## src/rtl/dram_row_pkg.sv

```systemverilog
package dram_row_pkg;
    localparam int CFG_SEL_W  = 4;
    localparam int CFG_DATA_W = 8;
    localparam int EXT_W      = 2;
    localparam int BND_W      = CFG_DATA_W + EXT_W;
    localparam int MAX_ROWS   = 8;
    localparam logic [CFG_SEL_W-1:0] EXT_SLOT0 = 4'd8;
    localparam int EXT_ODD_POS = 4;
endpackage

```

## src/rtl/rowbnd_regs.sv

```systemverilog
module rowbnd_regs
    import dram_row_pkg::*;
#(
    parameter int NUM_ROWS      = 4,
    parameter int VALID_BITS    = 9,
    parameter int DEFAULT_BOUND = 2
) (
    input  logic                              clk,
    input  logic                              rst_n,
    input  logic                              cfg_we,
    input  logic [CFG_SEL_W-1:0]              cfg_sel,
    input  logic [CFG_DATA_W-1:0]             cfg_wdata,
    input  logic [1:0]                        cfg_nib_en,
    output logic [NUM_ROWS-1:0][BND_W-1:0]    bound
);
    localparam logic [BND_W-1:0] VMASK =
        (VALID_BITS >= BND_W) ? '1 : BND_W'((1 << VALID_BITS) - 1);

    typedef struct packed {
        logic [NUM_ROWS-1:0][CFG_DATA_W-1:0] lo;
        logic [NUM_ROWS-1:0][EXT_W-1:0]      hi;
    } bnd_state_t;

    bnd_state_t st_d, st_q;

    always_comb begin
        st_d = st_q;
        if (cfg_we) begin
            for (int r = 0; r < NUM_ROWS; r++) begin
                if (cfg_sel == CFG_SEL_W'(r))
                    st_d.lo[r] = cfg_wdata;
                if ((cfg_sel == EXT_SLOT0 + CFG_SEL_W'(r / 2)) && cfg_nib_en[r % 2])
                    st_d.hi[r] = (r % 2 == 1) ? cfg_wdata[EXT_ODD_POS +: EXT_W]
                                              : cfg_wdata[0 +: EXT_W];
            end
        end
    end

    always_ff @(posedge clk) begin
        if (!rst_n) begin
            for (int r = 0; r < NUM_ROWS; r++) begin
                st_q.lo[r] <= CFG_DATA_W'(DEFAULT_BOUND);
                st_q.hi[r] <= '0;
            end
        end else begin
            st_q <= st_d;
        end
    end

    always_comb begin
        for (int r = 0; r < NUM_ROWS; r++)
            bound[r] = {st_q.hi[r], st_q.lo[r]} & VMASK;
    end

    AST_BYTE_WRITE: assert property (@(posedge clk) disable iff (!rst_n)
        (cfg_we && cfg_sel == '0) |=> (st_q.lo[0] == $past(cfg_wdata)))
        else $error("boundary byte write lost");

    generate
        if (NUM_ROWS >= 2) begin : g_nib
            AST_NIBBLE_KEEP: assert property (@(posedge clk) disable iff (!rst_n)
                (cfg_we && cfg_sel == EXT_SLOT0 && !cfg_nib_en[1]) |=> $stable(st_q.hi[1]))
                else $error("odd extension field disturbed");
        end
    endgenerate
endmodule

```

## src/rtl/rowbnd_window.sv

```systemverilog
module rowbnd_window
    import dram_row_pkg::*;
#(
    parameter int ADDR_W     = 32,
    parameter int UNIT_SHIFT = 20,
    parameter int INST_LOG2  = 1
) (
    input  logic              clk,
    input  logic              rst_n,
    input  logic [ADDR_W-1:0] addr,
    input  logic [BND_W-1:0]  base_bnd,
    input  logic [BND_W-1:0]  top_bnd,
    output logic              hit,
    output logic [ADDR_W-1:0] offset
);
    localparam int INST_SHIFT = INST_LOG2 + UNIT_SHIFT;
    localparam logic [ADDR_W-1:0] INST_MASK =
        (INST_SHIFT >= ADDR_W) ? '1 : ((ADDR_W'(1) << INST_SHIFT) - ADDR_W'(1));

    logic [ADDR_W-1:0] addr_units, base_ext, top_ext;
    logic              open_win;

    always_comb begin
        addr_units = addr >> UNIT_SHIFT;
        base_ext   = ADDR_W'(base_bnd);
        top_ext    = ADDR_W'(top_bnd);
        open_win   = top_bnd > base_bnd;
        hit        = open_win && (addr_units >= base_ext) && (addr_units < top_ext);
        offset     = (addr - (base_ext << UNIT_SHIFT)) & INST_MASK;
    end

    AST_EMPTY_NO_HIT: assert property (@(posedge clk) disable iff (!rst_n)
        (top_bnd <= base_bnd) |-> !hit)
        else $error("empty window reported a hit");
endmodule

```

## src/rtl/rowbnd_select.sv

```systemverilog
module rowbnd_select #(
    parameter int NUM_ROWS = 4,
    parameter int ROW_W    = 2
) (
    input  logic                clk,
    input  logic                rst_n,
    input  logic [NUM_ROWS-1:0] req,
    output logic                any,
    output logic [ROW_W-1:0]    idx
);
    logic [NUM_ROWS-1:0] grant;

    always_comb begin
        any   = 1'b0;
        idx   = '0;
        grant = '0;
        for (int r = NUM_ROWS - 1; r >= 0; r--) begin
            if (req[r]) begin
                any      = 1'b1;
                idx      = ROW_W'(r);
                grant    = '0;
                grant[r] = 1'b1;
            end
        end
    end

    AST_ONE_WINNER: assert property (@(posedge clk) disable iff (!rst_n)
        $onehot0(grant) && ((grant & ~req) == '0))
        else $error("grant not a single requester");

    AST_LOWEST_WINS: assert property (@(posedge clk) disable iff (!rst_n)
        req[0] |-> (idx == '0))
        else $error("row 0 request not preferred");
endmodule

```

## src/rtl/dram_row_decoder.sv

```systemverilog
module dram_row_decoder
    import dram_row_pkg::*;
#(
    parameter int NUM_ROWS      = 4,
    parameter int ADDR_W        = 32,
    parameter int UNIT_SHIFT    = 20,
    parameter int VALID_BITS    = 9,
    parameter int DEFAULT_BOUND = 2,
    parameter logic [4*NUM_ROWS-1:0] INST_LOG2 = {NUM_ROWS{4'd1}},
    localparam int ROW_W = (NUM_ROWS > 1) ? $clog2(NUM_ROWS) : 1
) (
    input  logic                  clk,
    input  logic                  rst_n,
    input  logic                  cfg_we,
    input  logic [CFG_SEL_W-1:0]  cfg_sel,
    input  logic [CFG_DATA_W-1:0] cfg_wdata,
    input  logic [1:0]            cfg_nib_en,
    input  logic                  host_valid,
    input  logic [ADDR_W-1:0]     host_addr,
    output logic                  res_valid,
    output logic                  res_hit,
    output logic [ROW_W-1:0]      res_row,
    output logic [ADDR_W-1:0]     res_offset
);
    typedef struct packed {
        logic              valid;
        logic              hit;
        logic [ROW_W-1:0]  row;
        logic [ADDR_W-1:0] offset;
    } res_t;

    logic [NUM_ROWS-1:0][BND_W-1:0]  bound;
    logic [NUM_ROWS-1:0]             row_hit;
    logic [NUM_ROWS-1:0][ADDR_W-1:0] row_off;
    logic [NUM_ROWS-1:0][ADDR_W-1:0] inst_mask;
    logic                            any_hit;
    logic [ROW_W-1:0]                win_idx;
    res_t                            res_d, res_q;

    rowbnd_regs #(
        .NUM_ROWS(NUM_ROWS), .VALID_BITS(VALID_BITS), .DEFAULT_BOUND(DEFAULT_BOUND)
    ) u_regs (
        .clk(clk), .rst_n(rst_n), .cfg_we(cfg_we), .cfg_sel(cfg_sel),
        .cfg_wdata(cfg_wdata), .cfg_nib_en(cfg_nib_en), .bound(bound)
    );

    generate
        for (genvar r = 0; r < NUM_ROWS; r++) begin : g_row
            localparam int LG = int'(INST_LOG2[4*r +: 4]);
            logic [BND_W-1:0] base_bnd;
            if (r == 0) begin : g_first
                assign base_bnd = '0;
            end else begin : g_next
                assign base_bnd = bound[r-1];
            end
            assign inst_mask[r] = (LG + UNIT_SHIFT >= ADDR_W) ? '1
                                : ((ADDR_W'(1) << (LG + UNIT_SHIFT)) - ADDR_W'(1));
            rowbnd_window #(
                .ADDR_W(ADDR_W), .UNIT_SHIFT(UNIT_SHIFT), .INST_LOG2(LG)
            ) u_win (
                .clk(clk), .rst_n(rst_n), .addr(host_addr), .base_bnd(base_bnd),
                .top_bnd(bound[r]), .hit(row_hit[r]), .offset(row_off[r])
            );
        end
    endgenerate

    rowbnd_select #(.NUM_ROWS(NUM_ROWS), .ROW_W(ROW_W)) u_sel (
        .clk(clk), .rst_n(rst_n), .req(row_hit), .any(any_hit), .idx(win_idx)
    );

    always_comb begin
        res_d       = res_q;
        res_d.valid = host_valid;
        if (host_valid) begin
            res_d.hit    = any_hit;
            res_d.row    = any_hit ? win_idx : '0;
            res_d.offset = any_hit ? row_off[win_idx] : '0;
        end
    end

    always_ff @(posedge clk) begin
        if (!rst_n) res_q <= '0;
        else        res_q <= res_d;
    end

    assign res_valid  = res_q.valid;
    assign res_hit    = res_q.hit;
    assign res_row    = res_q.row;
    assign res_offset = res_q.offset;

    AST_STROBE_DELAY: assert property (@(posedge clk) disable iff (!rst_n)
        host_valid |=> res_valid)
        else $error("result strobe missing");

    AST_STROBE_QUIET: assert property (@(posedge clk) disable iff (!rst_n)
        !host_valid |=> (!res_valid && $stable(res_row) && $stable(res_offset)))
        else $error("result changed without request");

    AST_MISS_CLEAN: assert property (@(posedge clk) disable iff (!rst_n)
        (res_valid && !res_hit) |-> (res_row == '0 && res_offset == '0))
        else $error("miss carries row or offset");

    AST_OFFSET_WRAP: assert property (@(posedge clk) disable iff (!rst_n)
        (res_valid && res_hit) |-> ((res_offset & ~inst_mask[res_row]) == '0))
        else $error("offset beyond installed size");
endmodule

```

## config.mk

```make
export PLATFORM = sky130hd
export DESIGN_NAME = dram_row_decoder
export DESIGN_NICKNAME = d
export VERILOG_FILES = /design/src/rtl/dram_row_pkg.sv /design/src/rtl/rowbnd_regs.sv /design/src/rtl/rowbnd_window.sv /design/src/rtl/rowbnd_select.sv /design/src/rtl/dram_row_decoder.sv
export SDC_FILE = /design/constraint.sdc
export NUM_CORES = 1
export LEC_CHECK = 0
export BUFFER_PORTS_ARGS = -buffer_cell sky130_fd_sc_hd__clkbuf_2
export CAP_MARGIN = 0
export CORE_ASPECT_RATIO = 1.5
export CORE_MARGIN = 3
export CORE_UTILIZATION = 25
export DETAILED_ROUTE_END_ITERATION = 10
export PLACE_DENSITY = 0.46
export SETUP_SLACK_MARGIN = 0.3
export SLEW_MARGIN = 20
export SYNTH_ARGS = -nofsm -noshare
export SYNTH_HDL_FRONTEND = slang
export SYNTH_HIERARCHICAL = 1
export SYNTH_SLANG_ARGS = --single-unit
export TNS_END_PERCENT = 20
```

## constraint.sdc

```tcl
create_clock -name clk -period 4.9 [get_ports clk]
set_clock_uncertainty 0.2 [all_clocks]
set_input_delay 0.49 -clock clk [delete_from_list [all_inputs] [get_ports clk]]
set_output_delay 0.49 -clock clk [all_outputs]
set_load 0.01 [all_outputs]
```

---- Word-level counts from Yosys, hierarchy flattened ----
Index checks and enable logic that the tools add are counted.
W data, S select, Z words.
cells by class
  equal/unequal tests ..................... 5
  reduce and logical (&&, ||, !) cells .... 21
  $add $sub $neg .......................... 3
  order comparisons ....................... 13
  mux-type cells .......................... 12
operators by type and width
  operator               count
  $bmux W32 S2           1
  $mux W32               2
  $sub A21 B21 Y21       3
  $lt A12 B9 Y1          4
  $ge A12 B9 Y1          3
  $gt A9 B9 Y1           3
  $reduce_and A2 Y1      8
  $ge A12 B1 Y1 const B  1
  $logic_and A1 B1 Y1    12
  $mux W2                5
  $gt A9 B1 Y1 const B   1
  $eq A4 B2 Y1 const B   2
  $eq A4 B4 Y1 const B   2
  $eq A4 B1 Y1 const B   1
  $logic_not A4 Y1       1
  $mux W1                4
  $lt A2 B3 Y1 const B   1
storage, ports and cells
  register bits after elaboration ......... 72
  input bits .............................. 50
  output and inout port bits .............. 36

---- Logic depth before layout (Yosys ltp) ----
Gate-level depths: netlist (run 1).
  word-level depth ........................ 10
  depth in mapped cells ................... 15
  gate-level depth less buffers ........... 12

---- Hierarchy ----
Netlist (run 1), hierarchy kept.
by module, submodules not included
  module            times used  cells an instance  area each (µm²)  sequential area each (µm²)
  rowbnd_window     4           125                922.1            0.0
  dram_row_decoder  1           195                2064.5           720.7
  rowbnd_regs       1           141                1428.9           720.7
  rowbnd_select     1           7                  35.0             0.0

---- Worst setup path after synthesis (run 1) ----
OpenSTA, ideal clock, no wires.
  path type ............................... in2reg
  start ................................... input port host_addr[22]
  end ..................................... register res_q (netlist bit res_offset[0])
  path slack .............................. 1980 ps
  required time ........................... 4586 ps
  data arrival time ....................... 2606 ps
  library setup time ...................... 114 ps
  cell stages on the path ................. 13
  cells stage by stage .................... ha_1 a211o_1 a31oi_1 nor4_1 o2111ai_1 and4_1 nor2_1 nor3_1 buf_6 buf_6 mux2i_1 o22ai_1 a21o_1
between the ends
  longest elaborated chain between the ends .. 10
RTL lines
  what                              RTL line                source
  from (decl)                       dram_row_decoder.sv:19  input logic [ADDR_W-1:0] host_addr,
  $ge A12 B9 Y1                     rowbnd_window.sv:28     hit = open_win && (addr_units >= base_ext) && (addr_units < top_ext);
  $logic_and A1 B1 Y1               rowbnd_window.sv:28
  $logic_and A1 B1 Y1 *             rowbnd_window.sv:28
  net row_hit[3]                    dram_row_decoder.sv:33  logic [NUM_ROWS-1:0] row_hit;
  $mux W2 * (4 in series)           rowbnd_select.sv:18     if (req[r]) begin
  net win_idx[1]                    dram_row_decoder.sv:37  logic [ROW_W-1:0] win_idx;
  $bmux W32 S2 *                    dram_row_decoder.sv:77  res_d.offset = any_hit ? row_off[win_idx] : '0;
  $mux W32 (not written as such) *  dram_row_decoder.sv:77
  $mux W32 *                        dram_row_decoder.sv:77
  to (signal assigned)              dram_row_decoder.sv:83  else res_q <= res_d;
  to (decl)                         dram_row_decoder.sv:38  res_t res_d, res_q;
The timed path passes the listed nets; every way through them passes the cells marked *. The select of a mux whose other input is x is not followed.
A chain may end at the register's enable or synchronous reset.

---- Worst setup path in the final report (run 1) ----
  start ................................... register u_regs.st_q (netlist bit u_regs/bound[8])
  end ..................................... register res_q (netlist bit res_offset[12])
RTL lines
  what                                                  RTL line                                  source
  from (decl)                                           rowbnd_regs.sv:24                         bnd_state_t st_d, st_q;
  from (signal assigned)                                rowbnd_regs.sv:46                         st_q <= st_d;
  $ge A12 B9 Y1 / $gt A9 B9 Y1 (equally long branches)  rowbnd_window.sv:28, rowbnd_window.sv:27
  $logic_and A1 B1 Y1 * (2 in series)                   rowbnd_window.sv:28
  net row_hit[1]                                        dram_row_decoder.sv:33
  $mux W1 * (2 in series)                               rowbnd_select.sv:18
  net any_hit                                           dram_row_decoder.sv:36                    logic any_hit;
  $mux W32 *                                            dram_row_decoder.sv:77
Marked as above.

==> results by group, run 1 <==
Run status
  – Status: finished clean

Place
  – Placer Congestion: 0.826
  – Dpl ws: 1.22 ns
  – DP HPWL: 14300 um
  – Placed inst area: 7220 sq um
  – IO Port Bufs: 85

Hold path
  – Hold path depth: 1
  – Worst hold start: res_offset[15]
  – Tightest Hold Check Type: reg2reg

Timing
  – Slew Limit Fails: 0
  – Tcrit/Tclk final: 71.0%
  – Fin crit period: 3.48 ns
  – Hold Slack: 0.251 ns
  – Final setup viols: 0
  – FMAX: 288 MHz
  – Slew headroom: 47.2%
  – RSZ-0062 raised after global routing: false
  – PnR worst setup slack: 1.42 ns
  – Final setup TNS: 0 ns
  – Worst Tran Pin Value: 0.788 ns
  – Final hold vios: 0

Yosys
  – Number of flops mapped to enable cells by yosys: 0
  – Sequential cell area fraction in the yosys report: 20.0%
  – FF+latch count, synth: 72
  – Synthesis Warnings: 6
  – Gate Count Post-Synth: 843
  – Post-synth top flop: dfxtp_1
  – Count of cell types in the netlist: 40
  – Mapped cell area: 7220 sq um
  – Avg Inst Size Synth: 8.56 sq um
  – FFs w/ async S/R, synth: 0%

Route
  – Vias: 5405
  – Routed Antenna Nets: 0
  – # DRC: 0
  – Post-Route WL: 18100 um
  – DRT Pass-1 Iters: 4
  – Vias per std cell: 4.38
  – Iteration-0 DRC Markers: 135
  – WL/cell: 14.7 um

Critical path
  – Crit path depth: 12
  – Crit path DAT: 3.57 ns
  – Slack of the worst reg-to-reg path: 1.42 ns
  – R2r worst-path depth: 12
  – CP top delay family: simple AND/OR/NAND/NOR gates
  – Crit path to: res_offset[12]
  – Capturing point of the worst reg2reg path: res_offset[12]
  – Crit-path slowest cell: dfxtp_1
  – RR Startpoint: u_regs/bound[8]
  – CP startpoint kind: flip-flop
  – Critical path buffers and inverters: 1
  – Nature of the critical path endpoint: flip-flop
  – Crit path kind: reg2reg
  – WP data required: 4.99 ns
  – Worst Setup SP: u_regs/bound[8]
  – Crit-path max FO: 32
  – Worst path max stage delay: 0.53 ns
  – Critical Path, Cell by Cell: inv_1 > ha_1 > nand4_1 > nor3_1 > o21ai_0 > o211ai_1 > and4_1 > nor2_1 > nand2_1 > nand4b_4 > o22ai_1 > a21o_1

Clock network
  – Clock-pin transition on the worst setup and hold timing paths: 0.06 ns
  – CTS tree: yes
  – Root buf cell: clkbuf_16
  – CTS buffer count: 9
  – CTS sink count: 72
  – CTS Buffer Depth: 2
  – Skew-Pair Late Insertion Delay: 0.35 ns
  – Hold-fix buffers, CTS: 0
  – H-tree Lvls: 3
  – # resized after CTS: 0
  – Post-CTS Setup Bufs: 0

Die
  – Initial Utilization: 25.6%
  – CORE AREA: 28200 sq um
  – Num ports: 86
  – Chip width: 145 um
  – FP Rows: 75
  – Die height: 214 um
  – Full die area: 31000 sq um

Job
  – MaxCap Viol Count: 0

Cells and area
  – Area delta synth->final: 4.20%
  – Ant. Diodes: 0
  – Finished Cell Area: 7520 sq um
  – Most frequent cells in the layout: ha_1 (116), mux2i_1 (96), inv_1 (85), clkbuf_2 (85), dfxtp_1 (72)
  – Share of cells above drive strength 1: 13.3%
  – Most common cell after layout, fill and taps aside: ha_1
  – Nets: 1009
  – Fillers: 3101

Power
  – Worst VDD drop: 0.000158 V
  – PwrDens: 217 nW/um^2
  – Total chip power: 1630 uW
  – Leakage: 0.00350 uW

Global route
  – First-pass GRT wire length: 28400 um
  – Global-route usage over all layers: 11.8%
  – Number of global-route vias before repair: 5426
  – Gr ovfl total: 0
  – Initial antenna violation count: 0
  – Pin count of the biggest net entering global routing: 66
[cells by family (layout without fill, tap and decap cells)]
logic type,count (synthesis),in the layout,synth area share (%)
DFF,72,72,20.0
other,6,59,0.312
AOI/OAI and AO/OA,165,165,15.3
adders and majority gates,116,116,20.1
and+or+nand+nor,149,149,10.5
muxes,96,96,13.3
buffers and inverters,239,191,20.5
[Yosys cell counts (3+ instances only)]
cell type  instances  share of area, %
a2111o_1           4              0.62
a211o_1            4              0.49
a211oi_1          12               1.2
a21o_1            32               3.3
a21oi_1           22               1.5
a31oi_1            8              0.69
and4_1             4              0.49
buf_2              6              0.42
buf_4            130                14
buf_6             10               1.6
clkbuf_1           5              0.26
clkbuf_4           3              0.31
conb_1             6              0.31
dfxtp_1           72                20
ha_1             116                20
inv_1             85               4.4
mux2i_1           96                13
nand2_1           63               3.3
nand2b_1           8              0.69
nand4_1            8              0.69
nor2_1            27               1.4
nor2b_1           15               1.3
nor3_1             9              0.62
nor4_1             4              0.35
o2111ai_1          4              0.49
o211ai_1          12               1.2
o21ai_0           24               1.7
o22ai_1           32               2.8
o311ai_0           4              0.49
o31ai_1            4              0.42
[layer usage]
layer | GRT usage (%) | wire length, um | up-vias
met4 | 4.26 | 434 | 0
met3 | 1.94 | 664 | 24
met5 | 0 | 0 | -
met1 | 12.9 | 7330 | 2481
li1 | - | - | 2791
met2 | 22.4 | 9660 | 109
[metrics by stage]
| stage | utilization [%] | cells |
|---|---|---|
| 2_1_floorplan | - | 896 |
| 3_3_place_gp | 25.6 | 1217 |
| 3_5_place_dp | 25.6 | 1217 |
| 4_1_cts | 26.6 | 1233 |
| 5_1_grt | 26.6 | 1233 |
| 6_report | 26.6 | 1233 |
[cell type report]
cell class / count / area, sq um / area share, %
multi-input cells: 585 / 4500 / 59.9
flip-flops and latches: 72 / 1440 / 19.2
well taps: 385 / 482 / 6.41
repair buffers: 90 / 475 / 6.32
inverters: 85 / 319 / 4.24
clock buffers: 11 / 243 / 3.23
clock inverters: 5 / 56.3 / 0.749
[registers in the layout (all words and copies together) (netlist names)]
signal / count
u_regs/bound: 36
res_offset: 32
res_row: 2
res_hit: 1
res_valid: 1
[worst min-delay path by stage]
stage	end	slack, ns
floorplan	u_regs/bound[30]	0.25
global placement	res_offset[29]	0.24
detailed placement	res_offset[1]	0.24
CTS	u_regs/bound[18]	0.24
global route	res_offset[15]	0.27
finish	res_offset[15]	0.25
[power by group]
part	switching (uW)	total (uW)	internal (uW)
logic	196	335	140
registers	10.5	611	600
clock network	280	687	408
(Power assumes the default switching activity.)
==> run 2, diff against run 1 <==
Settings changed: ABC_AREA set to 1, PLACE_DENSITY 0.46 to 0.47.
Clock period 4.9 ns to 2.9 ns, I/O delays scaled along.
==> run 2 against run 1 <==
Via count is 47% higher. Utilization is 3.4 points higher. Critical path type unchanged. Sequential share of layout area is 4.8 points lower. Sequential power is 70% higher. Global-route usage is 1.8 points higher.
==> results by group, run 2 <==
Run status
  – Status: finished clean

Clock network
  – H-tree Lvls: 3 (unchanged)
  – Clock-pin transition on the worst setup and hold timing paths: 0.07 ns (about the same)
  – CTS sink count: 72 (unchanged)
  – CTS Buffer Depth: 2 (unchanged)
  – CTS tree: yes
  – CTS buffer count: 9 (unchanged)
  – Root buf cell: clkbuf_16
  – Skew-Pair Late Insertion Delay: 0.35 ns (about the same)

Critical path
  – Crit path kind: reg2reg
  – Worst path max stage delay: 0.33 ns (-0.20 ns)
  – Capturing point of the worst reg2reg path: res_offset[3]
  – Crit-path slowest cell: dfxtp_2
  – Crit-path most repeated cell: nand2_1
  – WP data required: 2.90 ns (-2.09 ns)
  – Crit-path max FO: 8 (-75%)
  – Nature of the critical path endpoint: flip-flop
  – Crit path DAT: 2.72 ns (-0.85 ns)
  – Critical Path, Cell by Cell: inv_2 > buf_6 > ha_4 > nand2_4 > nor2_4 > nand2_2 > nor2_2 > nand2_1 > nand2_1 > nand3_2 > nor2_4 > nand2_2 > a21oi_4 > buf_6 > buf_12 > buf_16 > nand2_1 > nand3_1 > nand2_1 > nand2_1 > a21oi_2
  – R2r worst-path depth: 21 (+9)
  – CP startpoint kind: flip-flop
  – Slack of the worst reg-to-reg path: 0.18 ns (-1.24 ns)
  – RR Startpoint: u_regs/bound[28]

Cells and area
  – Nets: 1640 (+63%)
  – Max reg flops: 36 (unchanged)
  – Final Non-Filler Cells: 1946 (+58%)
  – Share of cells above drive strength 1: 21.7% (+8.4 points)
  – Ant. Diodes: 0 (unchanged)
  – Area delta synth->final: 18.1%
  – Most frequent cells in the layout: nand2_1 (397), inv_1 (291), ha_1 (103), nand3_1 (87), clkbuf_2 (85)
  – Most common cell after layout, fill and taps aside: nand2_1

Global route
  – Global-route usage over all layers: 13.7% (+1.8 points)
  – Number of global-route vias before repair: 7500 (+38%)
  – Initial antenna violation count: 0 (unchanged)
  – Gr ovfl total: 0 (unchanged)
  – Pin count of the biggest net entering global routing: 38 (-42%)
  – First-pass GRT wire length: 40200 um (+41%)

Timing
  – Final hold vios: 0 (unchanged)
  – Final setup viols: 0 (unchanged)
  – RSZ-0062 raised after global routing: true
  – Worst Tran Pin Value: 1.06 ns (+0.275 ns)
  – Fin crit period: 2.72 ns (-0.762 ns)
  – FMAX: 368 MHz (+28%)
  – Slew headroom: 28.7% (-18 points)
  – Tcrit/Tclk final: 93.7% (+23 points)
  – Final setup TNS: 0 ns (unchanged)
  – Slew Limit Fails: 0 (unchanged)

Yosys
  – Synthesis Warnings: 6 (unchanged)
  – Number of flops mapped to enable cells by yosys: 0 (unchanged)
  – Top-count cell post-synth: nand2_1
  – Count of cell types in the netlist: 28 (-30%)
  – Post-synth top flop: dfxtp_1
  – Commonest cells post-synth: nand2_1 (420), inv_1 (297), buf_4 (134), ha_1 (116), nand3_1 (98)
  – Mapped cell area: 8750 sq um (+21%)
  – FFs w/ async S/R, synth: 0% (unchanged)
  – Sequential cell area fraction in the yosys report: 16.5% (-3.5 points)
  – Area leader, netlist: nand2_1
  – FF+latch count, synth: 72 (unchanged)
  – Largest cells by area after synthesis: nand2_1 (18%), ha_1 (17%), dfxtp_1 (16%)
  – Post-synth top area share: 18.0% (-2.1 points)
  – Avg Inst Size Synth: 6.12 sq um (-29%)
  – Gate Count Post-Synth: 1430 (+70%)

Die
  – FP Rows: 83 (+11%)
  – Initial Utilization: 25.4% (-0.10 points)
  – Num ports: 86 (unchanged)
  – Full die area: 37300 sq um (+20%)
  – CORE AREA: 34400 sq um (+22%)
  – Die height: 235 um (+9.8%)
  – Chip width: 159 um (+9.7%)

Route
  – WL/cell: 13.5 um (-8.2%)
  – DRT Pass-1 Iters: 4 (unchanged)
  – Routed Antenna Nets: 0 (unchanged)
  – Iteration-0 DRC Markers: 284 (+110%)
  – Vias per std cell: 4.08 (-7.0%)
  – Vias: 7933 (+47%)
  – # DRC: 0 (unchanged)
  – Post-Route WL: 26200 um (+45%)

Hold path
  – Tightest Hold Check Type: in2reg
  – Worst hold start: cfg_wdata[1]
  – Hold path depth: 3 (+2)
  – Worst Hold End: u_regs/bound[11]

Power
  – Worst VDD drop: 0.000232 V (+47%)
  – Switching pwr: 1190 uW (+150%)
  – Leakage: 0.00526 uW (+50%)
  – Sw Ratio: 33.5% (+3.7 points)
  – Power share of the clock group: 39.2% (-2.9 points)
  – Total chip power: 3560 uW (+120%)
  – Logic gate share of total power: 31.6% (+11 points)
  – Sequential power share: 29.2% (-8.2 points)
  – Cell internal pwr: 2370 uW (+110%)
  – PwrDens: 345 nW/um^2 (+59%)

Place
  – IO Port Bufs: 85 (unchanged)
  – DP HPWL: 19100 um (+34%)
  – Placer Congestion: 0.797 (-3.5%)
  – # placed instances: 1911 (+57%)

Job
  – MaxCap Viol Count: 0 (unchanged)
==> run 2: worst max path at each step <==
stage / start / endpoint / depth (start not counted) / slack (ns)
after detailed placement: host_addr[28] / res_offset[9] / 19 / -0.05
final: u_regs/bound[28] / res_offset[3] / 21 / 0.18
after global routing: u_regs/bound[1] / res_offset[27] / 18 / 0.03
after CTS: u_regs/bound[28] / res_offset[21] / 21 / 0.18
after global placement: host_addr[29] / res_offset[31] / 19 / -0.03
after floorplan: u_regs/bound[5] / res_offset[21] / 18 / 0.55
==> run 2: metrics by stage <==
step / area, sq um / hold slack (ns) / util, % / setup slack [ns]
global placement: 9210 / 0.251 / 26.8 / -0.0288
floorplan: 8950 / 0.183 / - / 0.550
CTS: 9890 / 0.0663 / 28.8 / 0.177
finish: 10300 / 0.0719 / 30.0 / 0.184
global route: 10300 / 0.0832 / 30.0 / 0.0317
detailed placement: 9210 / 0.258 / 26.8 / -0.0541
==> run 2: what timing repair did <==
item,in CTS,in global routing
endpoints found under the hold margin,1,0
buffers inserted,5,3
pin swaps,13,47
hold buffers,1,0
resized for setup,38,74
cloned,6,4
endpoints found under the setup margin,34,35
==> run 2: cell type report <==
type	instances	area [sq um]
clock buffer	11	253
clock inverter	5	103
fill	3808	24000
inverter	311	1170
multi-input combinational	934	5500
sequential	72	1480
tap	467	584
timing repair buffer	146	1230
==> run 2: power by group through the flow <==
stage	Sequential [uW]	Combinational, uW	Clock, uW
after CTS	1040	1070	1450
final	1040	1120	1400
after global routing	1040	1280	1480
after global placement	1070	953	0
after floorplan	1070	760	0
after detailed placement	1070	968	0
==> run 2: critical path, delay by kind of cell (launching register included) <==
kind	cells	cell delay, ns
AOI/OAI and AO/OA	2	0.18
adders and majority gates	1	0.27
buffers and inverters	5	0.57
DFF	1	0.33
and+or+nand+nor	13	1.00
==> run 2: metal layers <==
metal  global-route usage, %  wire, um
met1                    15.2     10700
met2                    26.7     14200
met3                    1.83       747
met4                    4.04       601
met5                       0         0
==> run 2: cells by family after synthesis <==
kind of cell / count (synthesis) / share of synthesized area [%]
AND/OR/NAND/NOR: 669 / 33.5
buffers and inverters: 477 / 27.2
adder cells (fa/ha/maj): 116 / 16.6
AO/OA/AOI/OAI: 90 / 5.94
flip-flops: 72 / 16.5
other: 6 / 0.257
==> run 3, diff against run 2 <==
Settings changed: BUFFER_PORTS_ARGS -buffer_cell sky130_fd_sc_hd__clkbuf_2 to unset, DONT_BUFFER_PORTS set to 1, PLACE_DENSITY 0.47 to 0.45.
==> run 3 against run 2 <==
Utilization grew 0.19 points. Highest routed layer unchanged. Critical endpoint is now res_offset[20]. Register-to-register slack gained 0.04 ns. Final cell count shrank 2.9%. Critical path type unchanged. Final area grew 0.64%. Count of clock-buffer cells in the layout shrank 1.
==> results by group, run 3 (same netlist as run 2, synthesis figures left out) <==
Power
  – Leakage: 0.00494 uW (-6.1%)
  – PwrDens: 322 nW/um^2 (-6.6%)
  – Worst VDD drop: 0.000229 V (-1.5%)

Critical path
  – CP startpoint kind: flip-flop
  – Crit-path most repeated cell: nand2_1
  – Crit-path max FO: 8 (unchanged)
  – Crit path kind: reg2reg
  – Crit path DAT: 2.68 ns (-0.04 ns)
  – Worst path max stage delay: 0.38 ns (+0.05 ns)
  – WP data required: 2.90 ns (about the same)
  – Nature of the critical path endpoint: flip-flop
  – Crit-path slowest cell: dfxtp_4
  – Critical Path, Cell by Cell: inv_1 > ha_1 > nand2_1 > nor3b_4 > nand2_1 > nor2_2 > nand3_2 > nor2_4 > nand2_2 > a21oi_4 > buf_8 > clkbuf_16 > nand2_1 > nand3_1 > nand2_1 > nand2_1 > a21oi_1

Global route
  – First-pass GRT wire length: 41000 um (+2.1%)
  – Pin count of the biggest net entering global routing: 55 (+45%)
  – Met2 GRT Util: 27.1% (+0.38 points)
  – Number of global-route vias before repair: 7374 (-1.7%)
  – Grt peak-use layer: met2
  – Gr ovfl total: 0 (unchanged)
  – Initial antenna violation count: 0 (unchanged)
  – GR Util met1: 14.5% (-0.64 points)
  – Global-route usage over all layers: 14.0% (+0.32 points)
  – Met3 Track Usage GR: 3.50% (+1.7 points)

Die
  – Full die area: 37300 sq um (unchanged)
  – Initial Utilization: 25.4% (unchanged)
  – Die height: 235 um (unchanged)
  – FP Rows: 83 (unchanged)
  – Num ports: 86 (unchanged)
  – CORE AREA: 34400 sq um (unchanged)
  – Chip width: 159 um (unchanged)

Run status
  – Status: finished clean

Cells and area
  – Share of cells above drive strength 1: 17.4% (-4.3 points)
  – Area delta synth->final: 18.8%
  – Most common cell after layout, fill and taps aside: nand2_1
  – Nets: 1583 (-3.5%)
  – Most frequent cells in the layout: nand2_1 (401), inv_1 (281), ha_1 (89), nand3_1 (88), nor2_1 (75)
  – Ant. Diodes: 0 (unchanged)
  – Finished Cell Area: 10400 sq um (+0.64%)
  – Max reg flops: 36 (unchanged)

Place
  – Dpl ws: 0.00772 ns (+0.0618 ns)
  – IO Port Bufs: 0 (-100%)
  – Placed inst area: 8510 sq um (-7.5%)
  – Placer Congestion: 0.842 (+5.7%)
  – DP HPWL: 19100 um (-0.17%)

Clock network
  – CTS buffer count: 9 (unchanged)
  – CTS sink count: 72 (unchanged)
  – CTS tree: yes
  – CTS Buffer Depth: 2 (unchanged)
  – Clock-pin transition on the worst setup and hold timing paths: 0.06 ns (about the same)
  – Root buf cell: clkbuf_16
  – Skew-Pair Late Insertion Delay: 0.35 ns (about the same)
  – H-tree Lvls: 3 (unchanged)

Timing
  – FMAX: 374 MHz (+1.5%)
  – Final setup viols: 0 (unchanged)
  – Fin crit period: 2.67 ns (-0.0415 ns)
  – PnR worst setup slack: 0.226 ns (+0.0415 ns)
  – Slew Limit Fails: 0 (unchanged)
  – Hold Slack: 0.00973 ns (-0.0622 ns)
  – Tcrit/Tclk final: 92.2% (-1.4 points)
  – Final hold vios: 0 (unchanged)
  – Worst Tran Pin Value: 0.874 ns (-0.189 ns)
  – Final setup TNS: 0 ns (unchanged)
  – Slew headroom: 41.4% (+13 points)
  – RSZ-0062 raised after global routing: true

Route
  – Vias per std cell: 4.14 (+1.4%)
  – DRT Pass-1 Iters: 4 (unchanged)
  – WL/cell: 14.7 um (+8.9%)
  – Post-Route WL: 27700 um (+5.7%)
  – # DRC: 0 (unchanged)
  – Routed Antenna Nets: 0 (unchanged)
  – Vias: 7812 (-1.5%)
  – Iteration-0 DRC Markers: 311 (+9.5%)

Hold path
  – Tightest Hold Check Type: in2reg

Job
  – MaxCap Viol Count: 0 (unchanged)
run 3: cell types whose count changed in the layout (fill, tap and decap cells not counted), sizes merged:
cell | previous run | this run
dlygate4sd3 | 1 | 45
bufinv | 3 | 2
buf | 56 | 36
clkbuf | 100 | 18
clkinv | 3 | 5
run 3: routing by layer:
layer,share of wire (%),up-vias,wire length [um]
li1,-,4107,-
met1,38,3534,10600
met2,54,132,14900
met3,5.4,39,1490
met4,2.5,0,696
met5,0,-,0
run 3: cell type report:
type | count | area, sq um
Clock buffer | 10 | 239
Tap cell | 467 | 584
Sequential cell | 72 | 1510
Multi-Input combinational cell | 934 | 5730
Clock inverter | 6 | 82.6
Timing Repair Buffer | 89 | 1080
Fill cell | 3796 | 24000
Inverter | 311 | 1170
run 3: metrics by stage:
| stage | power, uW | std cells | utilization (%) |
|---|---|---|---|
| 4_1_cts | 3250 | 1869 | 27.6 |
| 5_1_grt | 3550 | 1889 | 30.2 |
| 3_3_place_gp | 1850 | 1802 | 24.8 |
| 3_5_place_dp | 1860 | 1802 | 24.8 |
| 2_1_floorplan | 1830 | 1483 | - |
| 6_report | 3350 | 1889 | 30.2 |
run 3: worst paths after layout:
path                                  startpoint          endpoint  slack, ns  cells after the start
worst max-delay path            u_regs/bound[38]    res_offset[20]       0.23                     17
worst min-delay path                  cfg_sel[0]  u_regs/bound[24]       0.01                      4
worst max register to register  u_regs/bound[38]    res_offset[20]       0.23                     17
worst min register to register  u_regs/bound[17]  u_regs/bound[17]       0.31                      2
run 3: what timing repair did:
action                                 4_1_cts  5_1_grt
pin swaps                                    5       52
setup endpoints to repair                   34       34
gates resized for setup                     35      128
endpoints found under the hold margin       38        0
hold buffers                                45        0
setup buffers                                3       11
gates cloned                                 3        9
run 3: where the power goes:
group	total, uW	internal, uW	switching (uW)
Clock	1270	774	500
Combinational	1020	444	577
Sequential	1050	1010	42.0
run 3: critical path: cells and delay by family, from the launching register on:
kind,cells,cell delay (ns)
AO/OA/AOI/OAI,2,0.26
adder cells (fa/ha/maj),1,0.16
buffers and inverters,3,0.41
flip-flops,1,0.38
AND/OR/NAND/NOR,11,1.09
